`config.mk`:
```
export PLATFORM = sky130hd
export DESIGN_NAME = i2c_rr_master
export DESIGN_NICKNAME = d
export VERILOG_FILES = /design/src/rtl/i2c_rr_pkg.sv /design/src/rtl/i2c_rr_qtick.sv /design/src/rtl/i2c_rr_busmon.sv /design/src/rtl/i2c_rr_seq.sv /design/src/rtl/i2c_rr_master.sv
export SDC_FILE = /design/constraint.sdc
export NUM_CORES = 1
export LEC_CHECK = 0
export BUFFER_PORTS_ARGS = -buffer_cell sky130_fd_sc_hd__buf_2
export CORE_UTILIZATION = 55
export CTS_BUF_LIST = sky130_fd_sc_hd__clkbuf_16
export CTS_CLUSTER_SIZE = 8
export DETAILED_ROUTE_END_ITERATION = 8
export PLACE_DENSITY = 0.72
export SYNTH_ARGS = -nofsm -noshare
export SYNTH_HDL_FRONTEND = slang
export SYNTH_SLANG_ARGS = --single-unit
export TNS_END_PERCENT = 30
```
`constraint.sdc`:
```
create_clock -name clk -period 6.3 [get_ports clk]
set_input_delay 0.315 -clock clk [delete_from_list [all_inputs] [get_ports clk]]
set_output_delay 0.315 -clock clk [all_outputs]
set_load 0.005 [all_outputs]
```
`src/rtl/i2c_rr_pkg.sv`:
```
package i2c_rr_pkg;

  localparam int ADDR_W = 7;
  localparam int BYTE_W = 8;
  localparam int BIT_CW = $clog2(BYTE_W);

  typedef enum logic [2:0] {
    ST_IDLE,
    ST_START,
    ST_TX,
    ST_ACK,
    ST_RX,
    ST_MNACK,
    ST_STOP
  } seq_state_t;

  typedef enum logic [1:0] {
    PH_SLA_W,
    PH_WADDR,
    PH_SLA_R,
    PH_RDATA
  } phase_t;

  // address byte on the wire: address in the upper bits, direction in bit 0
  function automatic logic [BYTE_W-1:0] addr_byte(input logic [ADDR_W-1:0] dev,
                                                  input logic rd);
    return {dev, rd};
  endfunction

  // system clocks between two SCL rising edges
  function automatic int unsigned scl_period(input int unsigned qdiv);
    return 4 * qdiv;
  endfunction

endpackage

```
`src/rtl/i2c_rr_qtick.sv`:
```
module i2c_rr_qtick #(
  parameter int QDIV = 8
) (
  input  logic clk,
  input  logic rst_n,
  input  logic run,
  output logic tick
);
  localparam int CW = (QDIV > 1) ? $clog2(QDIV) : 1;
  localparam logic [CW-1:0] LAST = CW'(QDIV - 1);

  logic [CW-1:0] cnt;

  assign tick = run && (cnt == LAST);

  always_ff @(posedge clk or negedge rst_n) begin
    if (!rst_n) begin
      cnt <= '0;
    end else if (!run || cnt == LAST) begin
      cnt <= '0;
    end else begin
      cnt <= cnt + 1'b1;
    end
  end

  // a quarter lasts QDIV clocks, so two ticks never touch
  p_tick_spaced_r3: assert property (@(posedge clk) disable iff (!rst_n)
    tick |=> !tick);

endmodule

```
`src/rtl/i2c_rr_busmon.sv`:
```
module i2c_rr_busmon #(
  parameter int SYNC = 2
) (
  input  logic clk,
  input  logic rst_n,
  input  logic scl_i,
  input  logic sda_i,
  output logic sda_s,
  output logic bus_busy
);
  logic [SYNC-1:0] scl_sh, sda_sh;
  logic scl_s, scl_d, sda_d;
  logic start_seen, stop_seen;

  assign scl_s = scl_sh[SYNC-1];
  assign sda_s = sda_sh[SYNC-1];

  assign start_seen = scl_s && scl_d && sda_d && !sda_s;
  assign stop_seen  = scl_s && scl_d && !sda_d && sda_s;

  always_ff @(posedge clk or negedge rst_n) begin
    if (!rst_n) begin
      scl_sh   <= '1;
      sda_sh   <= '1;
      scl_d    <= 1'b1;
      sda_d    <= 1'b1;
      bus_busy <= 1'b0;
    end else begin
      scl_sh <= {scl_sh[SYNC-2:0], scl_i};
      sda_sh <= {sda_sh[SYNC-2:0], sda_i};
      scl_d  <= scl_s;
      sda_d  <= sda_s;
      if (start_seen) begin
        bus_busy <= 1'b1;
      end else if (stop_seen) begin
        bus_busy <= 1'b0;
      end
    end
  end

  p_busy_on_start_r9: assert property (@(posedge clk) disable iff (!rst_n)
    start_seen |=> bus_busy);
  p_free_on_stop_r9: assert property (@(posedge clk) disable iff (!rst_n)
    stop_seen |=> !bus_busy);

endmodule

```
`src/rtl/i2c_rr_seq.sv`:
```
module i2c_rr_seq
  import i2c_rr_pkg::*;
(
  input  logic              clk,
  input  logic              rst_n,
  input  logic              tick,
  input  logic              start,
  input  logic [ADDR_W-1:0] dev_addr,
  input  logic [BYTE_W-1:0] word_addr,
  input  logic              bus_busy,
  input  logic              sda_s,
  output logic              run,
  output logic              scl_oe,
  output logic              sda_oe,
  output logic [BYTE_W-1:0] rd_data,
  output logic              done,
  output logic              nack_err,
  output logic              arb_lost
);
  seq_state_t        state;
  phase_t            phase;
  logic [1:0]        q;
  logic [BIT_CW-1:0] bitcnt;
  logic [BYTE_W-1:0] sh;
  logic [ADDR_W-1:0] dev_q;
  logic [BYTE_W-1:0] waddr_q;
  logic              ack_bad;
  logic              nack_flag;

  // named internal events
  logic accept, sample_pt, arb_evt, nack_evt, in_bit;

  assign run       = (state != ST_IDLE);
  assign accept    = start && (state == ST_IDLE) && !bus_busy;
  assign sample_pt = tick && (q == 2'd2);
  assign arb_evt   = sample_pt && (state == ST_TX) && sh[BYTE_W-1] && !sda_s;
  assign nack_evt  = sample_pt && (state == ST_ACK) && sda_s;
  assign in_bit    = (state == ST_TX) || (state == ST_ACK) ||
                     (state == ST_RX) || (state == ST_MNACK);

  always_ff @(posedge clk or negedge rst_n) begin
    if (!rst_n) begin
      state     <= ST_IDLE;
      phase     <= PH_SLA_W;
      q         <= 2'd0;
      bitcnt    <= '0;
      sh        <= '0;
      dev_q     <= '0;
      waddr_q   <= '0;
      ack_bad   <= 1'b0;
      nack_flag <= 1'b0;
      scl_oe    <= 1'b0;
      sda_oe    <= 1'b0;
      rd_data   <= '0;
      done      <= 1'b0;
      nack_err  <= 1'b0;
      arb_lost  <= 1'b0;
    end else begin
      done     <= 1'b0;
      nack_err <= 1'b0;
      arb_lost <= 1'b0;
      if (accept) begin
        dev_q     <= dev_addr;
        waddr_q   <= word_addr;
        phase     <= PH_SLA_W;
        nack_flag <= 1'b0;
        q         <= 2'd0;
        state     <= ST_START;
      end else if (arb_evt) begin
        scl_oe   <= 1'b0;
        sda_oe   <= 1'b0;
        state    <= ST_IDLE;
        done     <= 1'b1;
        arb_lost <= 1'b1;
      end else if (tick && run) begin
        q <= q + 2'd1;
        case (state)
          ST_START: begin
            case (q)
              2'd0: sda_oe <= 1'b0;
              2'd1: scl_oe <= 1'b0;
              2'd2: sda_oe <= 1'b1;
              default: begin
                scl_oe <= 1'b1;
                sh     <= addr_byte(dev_q, phase == PH_SLA_R);
                bitcnt <= BIT_CW'(BYTE_W - 1);
                state  <= ST_TX;
              end
            endcase
          end
          ST_TX: begin
            case (q)
              2'd0: sda_oe <= !sh[BYTE_W-1];
              2'd1: scl_oe <= 1'b0;
              2'd2: ;
              default: begin
                scl_oe <= 1'b1;
                if (bitcnt == '0) begin
                  state <= ST_ACK;
                end else begin
                  bitcnt <= bitcnt - 1'b1;
                  sh     <= {sh[BYTE_W-2:0], 1'b0};
                end
              end
            endcase
          end
          ST_ACK: begin
            case (q)
              2'd0: sda_oe <= 1'b0;
              2'd1: scl_oe <= 1'b0;
              2'd2: ack_bad <= nack_evt;
              default: begin
                scl_oe <= 1'b1;
                if (ack_bad) begin
                  nack_flag <= 1'b1;
                  state     <= ST_STOP;
                end else begin
                  case (phase)
                    PH_SLA_W: begin
                      phase  <= PH_WADDR;
                      sh     <= waddr_q;
                      bitcnt <= BIT_CW'(BYTE_W - 1);
                      state  <= ST_TX;
                    end
                    PH_WADDR: begin
                      phase <= PH_SLA_R;
                      state <= ST_START;
                    end
                    PH_SLA_R: begin
                      phase  <= PH_RDATA;
                      bitcnt <= BIT_CW'(BYTE_W - 1);
                      state  <= ST_RX;
                    end
                    default: state <= ST_STOP;
                  endcase
                end
              end
            endcase
          end
          ST_RX: begin
            case (q)
              2'd0: sda_oe <= 1'b0;
              2'd1: scl_oe <= 1'b0;
              2'd2: sh <= {sh[BYTE_W-2:0], sda_s};
              default: begin
                scl_oe <= 1'b1;
                if (bitcnt == '0) begin
                  state <= ST_MNACK;
                end else begin
                  bitcnt <= bitcnt - 1'b1;
                end
              end
            endcase
          end
          ST_MNACK: begin
            case (q)
              2'd0: sda_oe <= 1'b0;
              2'd1: scl_oe <= 1'b0;
              2'd2: ;
              default: begin
                scl_oe <= 1'b1;
                state  <= ST_STOP;
              end
            endcase
          end
          ST_STOP: begin
            case (q)
              2'd0: sda_oe <= 1'b1;
              2'd1: scl_oe <= 1'b0;
              2'd2: sda_oe <= 1'b0;
              default: begin
                state    <= ST_IDLE;
                done     <= 1'b1;
                nack_err <= nack_flag;
                if (!nack_flag) begin
                  rd_data <= sh;
                end
                nack_flag <= 1'b0;
              end
            endcase
          end
          default: state <= ST_IDLE;
        endcase
      end
    end
  end

  // SDA moves inside bit slots only while SCL is held low
  p_sda_moves_scl_low_r2: assert property (@(posedge clk) disable iff (!rst_n)
    (in_bit && $past(in_bit) && (sda_oe != $past(sda_oe))) |-> (scl_oe && $past(scl_oe)));

  p_arb_release_r5: assert property (@(posedge clk) disable iff (!rst_n)
    arb_evt |=> (!scl_oe && !sda_oe && done && arb_lost));

  p_arb_one_cycle_r5: assert property (@(posedge clk) disable iff (!rst_n)
    arb_lost |=> !arb_lost);

  p_nack_flags_r4: assert property (@(posedge clk) disable iff (!rst_n)
    nack_err |-> (done && !arb_lost));

  p_busy_ignored_r9: assert property (@(posedge clk) disable iff (!rst_n)
    (start && bus_busy && state == ST_IDLE) |=> (state == ST_IDLE));

  p_run_ignored_r8: assert property (@(posedge clk) disable iff (!rst_n)
    (start && state != ST_IDLE) |=> ($stable(dev_q) && $stable(waddr_q)));

endmodule

```
`src/rtl/i2c_rr_master.sv`:
```
module i2c_rr_master
  import i2c_rr_pkg::*;
#(
  parameter int QDIV = 8,
  parameter int SYNC = 2
) (
  input  logic              clk,
  input  logic              rst_n,
  input  logic              start,
  input  logic [ADDR_W-1:0] dev_addr,
  input  logic [BYTE_W-1:0] word_addr,
  output logic [BYTE_W-1:0] rd_data,
  output logic              done,
  output logic              nack_err,
  output logic              arb_lost,
  input  logic              scl_i,
  input  logic              sda_i,
  output logic              scl_oe,
  output logic              sda_oe
);
  logic tick, run, sda_s, bus_busy;

  i2c_rr_qtick #(.QDIV(QDIV)) u_qtick (
    .clk  (clk),
    .rst_n(rst_n),
    .run  (run),
    .tick (tick)
  );

  i2c_rr_busmon #(.SYNC(SYNC)) u_busmon (
    .clk     (clk),
    .rst_n   (rst_n),
    .scl_i   (scl_i),
    .sda_i   (sda_i),
    .sda_s   (sda_s),
    .bus_busy(bus_busy)
  );

  i2c_rr_seq u_seq (
    .clk      (clk),
    .rst_n    (rst_n),
    .tick     (tick),
    .start    (start),
    .dev_addr (dev_addr),
    .word_addr(word_addr),
    .bus_busy (bus_busy),
    .sda_s    (sda_s),
    .run      (run),
    .scl_oe   (scl_oe),
    .sda_oe   (sda_oe),
    .rd_data  (rd_data),
    .done     (done),
    .nack_err (nack_err),
    .arb_lost (arb_lost)
  );

  p_reset_idle_r10: assert property (@(posedge clk) disable iff (!rst_n)
    $rose(rst_n) |-> (!scl_oe && !sda_oe && !done));

endmodule

```
After elaboration in Yosys (flattened, before gate mapping)
Cells that the tools add are included.
- add/subtract/negate cells: 3
- eq/ne operators: 41
- multiplexer cells: 73
- bitwise gates (word level): 4
- reduce and logical (&&, ||, !) cells: 53
- operator list (operator ; number):
    3-bit 2-to-1 mux ; 19
    8-bit 2-to-1 mux ; 7
    4-bit by 2-bit inequality test with 1-bit output (second input constant) ; 8
    8-bit one-hot mux with 4 select lines ; 1
    1-bit 2-to-1 mux ; 27
    2-bit inequality test (second input constant) ; 10
    2-bit 2-to-1 mux ; 9
    3-bit one-hot mux with 3 select lines ; 2
    3-bit one-hot mux with 6 select lines ; 1
    6-bit AND reduction ; 3
    1-bit logical AND ; 15
    3-bit nonzero test ; 5
    3-bit == test (second input constant) ; 4
    3-bit by 2-bit inequality test with 1-bit output (second input constant) ; 4
    11-bit AND reduction ; 1
    1-bit one-hot mux with 2 select lines ; 5
    10-bit AND reduction ; 1
    5-bit AND reduction ; 2
    3-bit by 1-bit inequality test with 1-bit output (second input constant) ; 3
    9-bit AND reduction ; 1
    4-bit by 1-bit inequality test with 1-bit output (second input constant) ; 2
    2-bit nonzero test ; 4
    4-bit nonzero test ; 2
    7-bit AND reduction ; 1
    20 further kinds ; 37
- register bits: 58
- bits of input ports: 20
- output and inout bits: 13
- logic and storage cells: 195

Longest topological paths before layout
Gate-level depths: netlist of the first run.
- depth after elaboration: 8
- mapped depth: 8
- gate-level depth less buffers: 7

Cells and area by module
From an unflattened synthesis of the first run, not the netlist that was laid out.
- cell total of the unflattened synthesis: 313
- area, all modules: 3193.1 µm²
- by module, submodules not included (module ; instances ; cells each ; area each (µm²) ; sequential area each (µm²)):
    i2c_rr_seq ; 1 ; 293 ; 2839.0 ; 1201.2
    i2c_rr_busmon ; 1 ; 11 ; 216.5 ; 182.7
    i2c_rr_qtick ; 1 ; 9 ; 137.6 ; 75.1

Least setup slack after synthesis of the first run
No wires, ideal clock.
- path kind: register -> register
- from: reg u_seq.q[0]
- to: reg u_seq.sh[0]
- library setup time: 125 ps
- arrival: 1857 ps
- required time: 6175 ps
- setup slack: 4318 ps
- stages on the path, launching flop included: 9
- path buffers: 1
- clock period less this slack: 1982 ps
- cell sequence: dfrtp_1 > inv_1 > ha_1 > nand2b_1 > nor4b_4 > nor2_2 > and3_4 > buf_6 > mux2_4
- cells in the longest elaborated chain, start to end: 7
- elaborated cells between the ends (all ways): 14
- those cells by class: 6 x eq/ne; 1 x bitwise; 7 x reduce/logical
- RTL lines (item ; line ; RTL):
    from (decl) ; i2c_rr_seq.sv:22 ; logic [1:0] q;
    from (signal assigned) ; i2c_rr_seq.sv:76 ; q <= q + 2'd1;
    2-bit == test ; n/a ;
    1-bit logical AND ; i2c_rr_seq.sv:35 ; assign sample_pt = tick && (q == 2'd2);
    1-bit logical AND (3 in a row) ; i2c_rr_seq.sv:36 ; assign arb_evt = sample_pt && (state == ST_TX) && sh[BYTE_W-1] && !sda_s;
    1-bit NOT (no line) ; n/a ;
    11-bit AND reduction (no line) * ; n/a ;
    to (signal assigned) ; i2c_rr_seq.sv:85 ; sh <= addr_byte(dev_q, phase == PH_SLA_R);
    to (signal assigned) ; i2c_rr_seq.sv:102 ; sh <= {sh[BYTE_W-2:0], 1'b0};
    to (signal assigned) ; i2c_rr_seq.sv:121 ; sh <= waddr_q;
    to (decl) ; i2c_rr_seq.sv:24 ; logic [BYTE_W-1:0] sh;
Every way passes the cells marked *; elsewhere a longest branch is shown, timed or not.
A chain may end at the register's enable or synchronous reset.

Worst setup path after layout of the first run
- from: reg u_seq.state[0]
- to: reg u_seq.dev_q[3]
- cells in the longest elaborated chain, start to end: 3
- RTL lines (item ; line ; RTL):
    from (decl) ; i2c_rr_seq.sv:20 ; seq_state_t state;
    from (signal assigned) ; i2c_rr_seq.sv:43 ; state <= ST_IDLE;
    from (signal assigned) ; i2c_rr_seq.sv:68 ; state <= ST_START;
    from (signal assigned) ; i2c_rr_seq.sv:72 ; state <= ST_IDLE;
    3-bit zero test ; i2c_rr_seq.sv:34 ; assign accept = start && (state == ST_IDLE) && !bus_busy;
    1-bit logical AND (2 in a row) ; i2c_rr_seq.sv:34 ;
    to (signal assigned) ; i2c_rr_seq.sv:63 ; dev_q <= dev_addr;
    to (decl) ; i2c_rr_seq.sv:25 ; logic [ADDR_W-1:0] dev_q;
Every way passes these cells.

==> key figures, run 1 <==
Outcome
  • Status: complete, no violations

Placed design
  • Inst Count DP: 354
  • GPL Wtd Cong: 0.886
  • Buffers on Ports: 32
  • Post-DP HPWL: 3840 um

Pwr
  • Switching power total: 0.169 mW
  • Clk network pwr share: 55.9%
  • VDD IR max: 0.207 mV
  • Internal: 0.723 mW
  • Seq pwr share: 42.5%
  • Leakage: 1.67 nW
  • Logic pwr share: 1.6%
  • Cell Pwr Density: 260 mW/mm^2
  • Switching share of power: 18.9%

Cells and area
  • Antenna fix cells: 0
  • Nets: 327
  • Non-filler cells in the finished layout: 370
  • Layout Utilization: 66.8%
  • Share of layout cells above drive strength 1: 30.0%
  • Layout area overhead: 16.9%
  • Fill cell count: 415

Critical path
  • CP Launch Type: flop
  • Setup crit end kind: flop
  • Critical Path AT: 2.84 ns
  • CP required: 6.51 ns
  • CP Max Fanout: 24
  • Setup CP Type: reg2reg

Min path
  • HP Class: in2reg

Clock network
  • CTS root buffer: clkbuf_16
  • Hold Buf Count CTS: 0
  • H-tree depth: 3
  • CTS buffer count: 9
  • CTS tree: built
  • CTS resizes: 0
  • Clk Latency, worst-skew pair: 0.33 ns
  • Clock net sink count: 58
  • Clock Tree Buf Depth: 2
  • Clock transition at path regs: 0.05 ns
  • Post CTS Setup Buffer Count: 0

GRT
  • First-pass GRT wire length: 9230 um
  • Initial antenna violation count: 0
  • GRT Util Overall: 22.9%
  • Grt total ovfl: 0
  • Pin count of the biggest net entering global routing: 59
  • Vias in the first global route: 1,903

STA
  • Setup Viol. Count Final: 0
  • Relative slew slack: 32.7%
  • Final hold slack: 0.0884 ns
  • Final Critical Period: 2.63 ns
  • Worst Tran Pin Value: 1.01 ns
  • Final hold viol count: 0
  • Fin Setup TNS: 0 ns
  • Max Clk Rate: 0.380 GHz
  • Setup Skew: 0.00756 ns
  • Max Slew Vio Count: 0
  • RSZ-0062 raised after global routing: false
  • Final period util: 41.8%

Synthesis
  • Synth Area in Compound Gates: 11.3%
  • Count of cell types in the netlist: 49
  • XOR/XNOR Fraction of Synth Area: 0.597%
  • Cells after synthesis: 263
  • Mapped Area: 0.00294 sq mm
  • Mapped Nets: 295
  • Largest family of logic cells by synthesized area: multiplexers
  • Mean post-synth cell area: 11.2 sq um
  • EDFF count, synth: 0
  • Seq cells post-synth: 58
  • Simple-gate share of the synthesized area: 14.2%
  • Post-synthesis mux area share: 15.0%
  • Ys async rst share: 100%
  • Sequential area share after synthesis: 49.7%
  • Adder-Cell Fraction of Synth Area: 5.11%
  • Synth warn: 0
  • Leading register cell type out of synthesis: dfrtp_1

Floorplanning
  • Site row count: 26
  • Initial Utilization: 57.1%
  • Die width: 75.1 um
  • Die height: 75.1 um
  • Core box area: 0.00514 sq mm
  • I/O pin total: 33
  • Die Area: 0.00564 sq mm

Route
  • First DRT Iteration DRCs: 157
  • Post-Route WL: 5650 um
  • DRC: 0
  • Wire per inst: 15.3 um
  • Routed vias/inst: 5.59
  • Final ANT Viol Nets: 0
  • DRT Pass-1 Iters: 4
  • Routed vias: 2,068

Job
  • Max-cap violations: 0
## cells by family after synthesis
family,Yosys count
simple gates,79
flops,58
compound gates,49
mux,38
buf+inv,25
fa+ha+maj,12
xor+xnor,2
## flip-flops by register name, summed over array words and instances, names as in the netlist, 3 cells and up
register and cells:
u_seq.waddr_q 8, u_seq.sh 8, u_seq.rd_data 8, u_seq.state 3, u_qtick.cnt 3, u_seq.dev_q 7, u_seq.bitcnt 3
## worst paths after layout
kind	to	cells past startpoint	from	slack [ns]
min reg2reg	u_busmon.scl_sh[1]$_DFF_PN1_	0	u_busmon.scl_sh[0]$_DFF_PN1_	0.36
min	u_busmon.scl_sh[0]$_DFF_PN1_	1	scl_i	0.09
max	u_seq.dev_q[3]$_DFFE_PN0P_	4	u_seq.state[0]$_DFFE_PN0P_	3.67
min in group asynchronous	u_seq.bitcnt[2]$_DFFE_PN0P_	2	rst_n	0.12
max in group asynchronous	u_seq.sh[4]$_DFFE_PN0P_	2	rst_n	5.68
max reg2reg	u_seq.dev_q[3]$_DFFE_PN0P_	4	u_seq.state[0]$_DFFE_PN0P_	3.67
## power by group through the flow
stage / combinational (mW) / sequential (mW) / clock [mW]
2_1_floorplan: 0.000988 / 0.385 / 0
3_5_place_dp: 0.0147 / 0.385 / 0
5_1_grt: 0.0166 / 0.379 / 0.525
6_report: 0.0140 / 0.379 / 0.499
3_3_place_gp: 0.0145 / 0.385 / 0
4_1_cts: 0.0147 / 0.379 / 0.508
## layout make-up
cell class | count | area [sq um] | share of cell area [%]
Clock buffer | 9 | 225 | 6.56
Clock inverter | 7 | 86.3 | 2.52
Inverter | 13 | 48.8 | 1.42
Multi-Input combinational cell | 180 | 1360 | 39.6
Sequential cell | 58 | 1460 | 42.5
Tap cell | 70 | 87.6 | 2.55
Timing Repair Buffer | 33 | 168 | 4.89
## worst max-delay path: stages (launching register included)
cell,delay (ns)
dfrtp_1,0.62
or2_1,0.44
nor2_2,0.16
nand3b_1,0.71
mux2_1,0.58
## synthesized netlist by cell type (2+ instances only)
| master | number | share of area, % |
|---|---|---|
| a211oi_1 | 4 | 1.0 |
| a21oi_1 | 15 | 2.6 |
| a31oi_1 | 3 | 0.64 |
| and2_1 | 4 | 0.85 |
| and4_1 | 2 | 0.60 |
| buf_2 | 6 | 1.0 |
| buf_6 | 2 | 0.77 |
| clkbuf_1 | 2 | 0.26 |
| dfrtp_1 | 52 | 44 |
| dfstp_2 | 6 | 5.4 |
| ha_1 | 12 | 5.1 |
| inv_1 | 13 | 1.7 |
| mux2_2 | 23 | 8.8 |
| mux2_4 | 6 | 3.1 |
| mux2i_1 | 8 | 2.7 |
| nand2_1 | 18 | 2.3 |
| nand2b_1 | 5 | 1.1 |
| nand4_1 | 2 | 0.43 |
| nor2_1 | 22 | 2.8 |
| nor2_2 | 3 | 0.64 |
| nor2b_1 | 2 | 0.43 |
| nor3_1 | 8 | 1.4 |
| o211ai_1 | 2 | 0.51 |
| o21ai_0 | 10 | 1.7 |
| o21bai_1 | 2 | 0.51 |
| o22ai_1 | 5 | 1.1 |
| or3_1 | 3 | 0.64 |
| xnor2_1 | 2 | 0.60 |
## per-layer routing
metal | up-vias | global-route usage [%] | wire, um
met5 | - | 0 | 0
met1 | 998 | 31.7 | 2650
met3 | 12 | 5.76 | 334
li1 | 995 | - | -
met4 | 0 | 12.8 | 102
met2 | 63 | 32.7 | 2560
## cell usage in the layout (no fill, tap or decap), types with 2 or more instances in the layout
master,count
nor2b_1,2
and2_1,4
inv_1,15
a31oi_1,3
dfrtp_1,52
mux2_4,6
o21ai_0,10
o21bai_1,2
clkbuf_16,9
a211oi_1,4
dfstp_2,6
ha_1,12
o211ai_1,2
nor2_2,3
nor2_1,22
a21oi_1,15
mux2i_1,8
clkinvlp_4,2
o22ai_1,5
buf_2,32
nand2b_1,5
nand4_1,2
or3_1,3
mux2_2,23
and4_1,2
nand2_1,18
nor3_1,8
bufinv_16,2
xnor2_1,2
## stage by stage
stage                     power (mW)  cell area (sq um)  setup slack (ns)
after floorplan                0.386               2940              4.32
after global placement         0.399               3120              3.72
after detailed placement       0.400               3120              3.67
after CTS                      0.902               3430              3.67
after global routing           0.921               3430              3.47
final                          0.892               3430              3.67
No activity file was read; power rests on OpenSTA's default activity.
==> inputs of run 2 (changes only) <==
Clock period 6.3 ns to 2.7 ns, I/O delays scaled along.
==> run 2 against run 1 <==
Compared with the run above:
- clock-buffer cell count is the same
- first-iteration DRC count shrank 10%
- die area is the same
- critical path type unchanged
- worst hold slack lost 0.055 ns
- combinational power grew to 2.7 times the previous value
- maximum frequency grew 24%
- routed wire length is essentially flat
- largest cell class unchanged
- clock power grew 97%
- largest power group unchanged
==> key figures, run 2 (synthesis gave the netlist of run 1 again) <==
Outcome
  • Status: complete, no violations

Placed design
  • Inst Count DP: 357 (+0.85%)
  • Post-DP HPWL: 3990 um (+4.1%)
  • Buffers on Ports: 32 (unchanged)
  • Post-Place Worst Slack: 0.580 ns (-3.09 ns)
  • Area after DPL: 0.00316 sq mm (+1.1%)
  • GPL Wtd Cong: 0.858 (-3.2%)

Cells and area
  • Nets: 333 (+1.8%)
  • Non-filler cells in the finished layout: 376 (+1.6%)
  • Finished Cell Area: 0.00345 sq mm (+0.44%)
  • Most common cell after layout, fill and taps aside: dfrtp_1
  • Layout Utilization: 67.1% (+0.29 points)
  • Share of layout cells above drive strength 1: 30.1% (+0.065 points)
  • Storage element area: 0.00146 sq mm (unchanged)
  • Fill cell count: 420 (+1.2%)
  • Layout area overhead: 17.4%
  • Multi-input logic area: 0.00136 sq mm (unchanged)
  • Leading registers by flop count: u_seq.rd_data: 8 flops, u_seq.sh: 8 flops, u_seq.waddr_q: 8 flops
  • Antenna fix cells: 0 (unchanged)
  • Commonest non-fill, non-tap cells in the layout: dfrtp_1 (52), buf_2 (32), mux2_2 (23)

STA
  • Final period util: 78.8% (+37 points)
  • Setup WS post-layout: 0.573 ns (-3.10 ns)
  • Final hold viol count: 0 (unchanged)
  • Final hold slack: 0.0339 ns (-0.0546 ns)
  • Setup Skew: 0.00743 ns (-0.000129 ns)
  • RSZ-0062 raised after global routing: false
  • Worst Tran Pin Value: 0.702 ns (-0.305 ns)
  • Final Critical Period: 2.13 ns (-0.503 ns)
  • Setup Viol. Count Final: 0 (unchanged)
  • Relative slew slack: 53.2% (+21 points)
  • Fin Setup TNS: 0 ns (unchanged)
  • Max Clk Rate: 0.470 GHz (+24%)
  • Max Slew Vio Count: 0 (unchanged)

Critical path
  • Critical Path AT: 2.33 ns (-0.51 ns)
  • Worst-case reg-to-reg path depth: 7 (+3)
  • CP Max Fanout: 8 (-67%)
  • Worst reg2reg path startpoint: u_seq.q[0]$_DFFE_PN0P_
  • CP Launch Type: flop
  • Crit path launch: u_seq.q[0]$_DFFE_PN0P_
  • Setup crit end kind: flop
  • Setup CP Type: reg2reg
  • CP endpoint: u_seq.sh[2]$_DFFE_PN0P_
  • Flop2flop setup slack: 0.57 ns (-3.10 ns)
  • Worst r2r dst: u_seq.sh[2]$_DFFE_PN0P_
  • CP required: 2.90 ns (-3.61 ns)

GRT
  • First-pass GRT wire length: 9140 um (-0.90%)
  • Vias in the first global route: 1,911 (+0.42%)
  • Initial antenna violation count: 0 (unchanged)
  • GRT Util Overall: 22.7% (-0.19 points)
  • Pin count of the biggest net entering global routing: 31 (-47%)
  • Grt total ovfl: 0 (unchanged)

Clock network
  • CTS tree: built
  • Clock transition at path regs: 0.05 ns (about the same)
  • H-tree depth: 3 (unchanged)
  • Clk Latency, worst-skew pair: 0.32 ns (about the same)
  • CTS resizes: 0 (unchanged)
  • CTS buffer count: 9 (unchanged)
  • CTS root buffer: clkbuf_16
  • Hold Buf Count CTS: 3 (+3)
  • Clock net sink count: 58 (unchanged)
  • Post CTS Setup Buffer Count: 0 (unchanged)
  • Clock Tree Buf Depth: 2 (unchanged)

Pwr
  • Leakage: 1.67 nW (+0.35%)
  • Cell Pwr Density: 552 mW/mm^2 (+110%)
  • Post-layout power: 1.90 mW (+110%)
  • VDD IR max: 0.437 mV (+110%)

Min path
  • Hold Path Origin: dev_addr[3]
  • HP Class: in2reg
  • Hold Path Depth: 2 (+1)

Route
  • First DRT Iteration DRCs: 141 (-10%)
  • Wire per inst: 15.0 um (-1.6%)
  • Routed vias: 2,043 (-1.2%)
  • DRT Pass-1 Iters: 4 (unchanged)
  • DRC: 0 (unchanged)
  • Final ANT Viol Nets: 0 (unchanged)
  • Post-Route WL: 5640 um (about the same)
  • Routed vias/inst: 5.43 (-2.8%)

Floorplanning
  • Die width: 75.1 um (unchanged)
  • Initial Utilization: 57.1% (unchanged)
  • Die Area: 0.00564 sq mm (unchanged)
  • Site row count: 26 (unchanged)
  • Core box area: 0.00514 sq mm (unchanged)
  • Die height: 75.1 um (unchanged)
  • I/O pin total: 33 (unchanged)

Job
  • Max-cap violations: 0 (unchanged)
## run 2: final cells by class
class | instances | share of cell area [%]
repair buffers | 39 | 6.75
multi-input cells | 180 | 39.4
inverters | 13 | 1.42
clock buffers | 9 | 6.53
flip-flops and latches | 58 | 42.3
well taps | 70 | 2.54
clock inverters | 7 | 1.05
## run 2: how the worst min path moves through the flow
| stage | slack, ns | to |
|---|---|---|
| after CTS | 0.03 | u_seq.dev_q[3]$_DFFE_PN0P_ |
| after global routing | 0.03 | u_seq.dev_q[3]$_DFFE_PN0P_ |
| after floorplan | -0.16 | u_busmon.bus_busy$_DFFE_PN0P_ |
| after detailed placement | 0.21 | u_seq.scl_oe$_DFFE_PN0P_ |
| after global placement | 0.22 | u_seq.scl_oe$_DFFE_PN0P_ |
| final | 0.03 | u_seq.dev_q[3]$_DFFE_PN0P_ |
## run 2: critical path, stage by stage (launching register included)
cell and delay, ns:
dfrtp_1 0.42, inv_1 0.11, ha_1 0.31, nand2b_1 0.15
nor4b_4 0.34, nor2_2 0.14, and3_4 0.23, mux2_4 0.30
## run 2: per-layer routing
| layer | global-route usage (%) | share of wire, % |
|---|---|---|
| met5 | 0 | 0 |
| met4 | 8.81 | 1.2 |
| met3 | 6.02 | 3.8 |
| met2 | 33.4 | 44 |
| met1 | 32.0 | 51 |
## run 2: power by group
group          leakage, nW  total [mW]  internal, mW  switching (mW)
clock                0.125       0.981         0.605           0.376
sequential           0.745       0.884         0.880         0.00418
combinational        0.802      0.0383        0.0168          0.0216
total                 1.67        1.90          1.50           0.402
==> inputs of run 3 (changes only) <==
Clock period 2.7 ns to 2.1 ns, I/O delays scaled along.
==> run 3 against run 2 <==
Compared with the run above:
- non-clock buffer count is 15 higher
- sequential cell count stayed put
- routed wire length is 4.6% higher
- maximum frequency is 8.3% higher
- final cell count is 4.0% higher
- global-route usage is 1.3 points higher
- core utilization is 2.7 points higher
- sequential share of layout area is 1.7 points lower
- cell area is 4.1% higher
==> key figures, run 3 (synthesis gave the netlist of run 1 again) <==
STA
  • Max Clk Rate: 0.509 GHz (+8.3%)
  • Final period util: 93.6% (+15 points)
  • Final hold viol count: 0 (unchanged)
  • Fin Setup TNS: 0 ns (unchanged)
  • RSZ-0062 raised after global routing: false
  • Max Slew Vio Count: 0 (unchanged)
  • Relative slew slack: 56.8% (+3.6 points)
  • Setup Viol. Count Final: 0 (unchanged)
  • Final hold slack: 0.0119 ns (-0.0220 ns)
  • Worst Tran Pin Value: 0.648 ns (-0.0535 ns)
  • Setup Skew: 0.00685 ns (-0.000584 ns)
  • Final Critical Period: 1.96 ns (-0.163 ns)

Route
  • Routed vias: 2,092 (+2.4%)
  • First DRT Iteration DRCs: 141 (unchanged)
  • Routed vias/inst: 5.35 (-1.5%)
  • Final ANT Viol Nets: 0 (unchanged)
  • Post-Route WL: 5910 um (+4.6%)
  • Wire per inst: 15.1 um (+0.61%)
  • DRC: 0 (unchanged)
  • DRT Pass-1 Iters: 4 (unchanged)

Clock network
  • Clock transition at path regs: 0.05 ns (about the same)
  • CTS root buffer: clkbuf_16
  • Clock Tree Buf Depth: 2 (unchanged)
  • CTS tree: built
  • H-tree depth: 3 (unchanged)
  • Clock net sink count: 58 (unchanged)
  • Clk Latency, worst-skew pair: 0.33 ns (about the same)
  • CTS buffer count: 9 (unchanged)
  • CTS resizes: 0 (unchanged)

Outcome
  • Status: complete, no violations

GRT
  • Initial antenna violation count: 0 (unchanged)
  • Vias in the first global route: 2,012 (+5.3%)
  • Pin count of the biggest net entering global routing: 31 (unchanged)
  • GRT Util Overall: 24.0% (+1.3 points)
  • Grt total ovfl: 0 (unchanged)
  • First-pass GRT wire length: 9760 um (+6.8%)

Cells and area
  • Antenna fix cells: 0 (unchanged)
  • Commonest non-fill, non-tap cells in the layout: dfrtp_1 (52), buf_2 (32), mux2_2 (23)
  • Most common cell after layout, fill and taps aside: dfrtp_1
  • Finished Cell Area: 0.00359 sq mm (+4.1%)
  • Share of layout cells above drive strength 1: 33.6% (+3.6 points)
  • Nets: 348 (+4.5%)
  • Layout Utilization: 69.8% (+2.7 points)
  • Layout area overhead: 22.2%
  • Leading registers by flop count: u_seq.rd_data: 8 flops, u_seq.sh: 8 flops, u_seq.waddr_q: 8 flops

Placed design
  • GPL Wtd Cong: 0.907 (+5.8%)
  • Buffers on Ports: 32 (unchanged)
  • Area after DPL: 0.00325 sq mm (+3.1%)
  • Post-DP HPWL: 4190 um (+4.9%)

Critical path
  • Crit path cell chain: or2_1 > o21ai_4 > nor2_2 > and3_4 > mux2_4
  • CP Launch Type: flop
  • Setup crit end kind: flop
  • CP top delay family: simple AND/OR/NAND/NOR gates
  • CP required: 2.31 ns (-0.59 ns)
  • Worst reg2reg path startpoint: u_seq.state[1]$_DFFE_PN0P_
  • Slowest cell on crit path: dfrtp_1
  • CP Max Fanout: 12 (+4)
  • Slowest stage delay, CP: 0.52 ns (+0.10 ns)
  • Setup CP Type: reg2reg
  • Crit path launch: u_seq.state[1]$_DFFE_PN0P_
  • Crit path buffers/inverters: 0 (-1)
  • Critical Path AT: 2.17 ns (-0.16 ns)

Floorplanning
  • Core box area: 0.00514 sq mm (unchanged)
  • Die height: 75.1 um (unchanged)
  • Die Area: 0.00564 sq mm (unchanged)
  • Site row count: 26 (unchanged)
  • Initial Utilization: 57.1% (unchanged)
  • Die width: 75.1 um (unchanged)
  • I/O pin total: 33 (unchanged)

Min path
  • Hold Path Origin: dev_addr[1]
  • HP Class: in2reg

Pwr
  • Cell Pwr Density: 717 mW/mm^2 (+30%)
  • VDD IR max: 0.540 mV (+24%)
  • Leakage: 1.77 nW (+5.8%)

Job
  • Max-cap violations: 0 (unchanged)
[run 3: cell type report]
type	instances	area (sq um)
clock buffers	9	225
clock inverters	7	61.3
fillers	396	1550
inverters	13	48.8
multi-input cells	180	1360
flip-flops and latches	58	1460
well taps	70	87.6
repair buffers	54	348
[run 3: worst register-to-register path, stage by stage, from the launching register on]
cell     delay (ns)
dfrtp_1        0.52
or2_1          0.33
o21ai_4        0.10
nor2_2         0.23
and3_4         0.34
mux2_4         0.33
[run 3: stage by stage]
step                      total power [mW]  worst slack, ns  instances
final                                 2.57            0.135        391
after global routing                  2.65           0.0204        391
after CTS                             2.60           0.0966        390
after detailed placement              1.20            0.150        370
after global placement                1.20            0.208        370
after floorplan                       1.16            0.118        263
[run 3: worst paths after layout]
path	slack [ns]	to	cells after the start
worst max-delay path	0.14	u_seq.sh[6]$_DFFE_PN0P_	5
worst min-delay path	0.01	u_seq.dev_q[1]$_DFFE_PN0P_	2
worst max register to register	0.14	u_seq.sh[6]$_DFFE_PN0P_	5
worst min register to register	0.36	u_busmon.scl_sh[1]$_DFF_PN1_	0
max in group asynchronous	1.18	u_seq.waddr_q[3]$_DFFE_PN0P_	3
min in group asynchronous	0.34	u_seq.q[0]$_DFFE_PN0P_	2
[run 3: timing repair]
item | CTS | global route
setup endpoints to repair | 0 | 2
hold buffers | 4 | 0
buffers inserted | 0 | 1
endpoints found under the hold margin | 25 | 0
[run 3: power breakdown]
| part | total (mW) | switching, mW | internal [mW] |
|---|---|---|---|
| Combinational | 0.0498 | 0.0270 | 0.0227 |
| Sequential | 1.14 | 0.00545 | 1.13 |
| Clock | 1.39 | 0.484 | 0.902 |
| Total | 2.57 | 0.517 | 2.06 |
[run 3: metal layers]
| layer | global-route usage [%] | share of wire [%] | up-vias |
|---|---|---|---|
| met5 | 0 | 0 | - |
| met4 | 12.2 | 2.0 | 0 |
| met3 | 5.62 | 4.1 | 10 |
| met2 | 34.6 | 46 | 50 |
| met1 | 33.8 | 48 | 998 |
| li1 | - | - | 1034 |
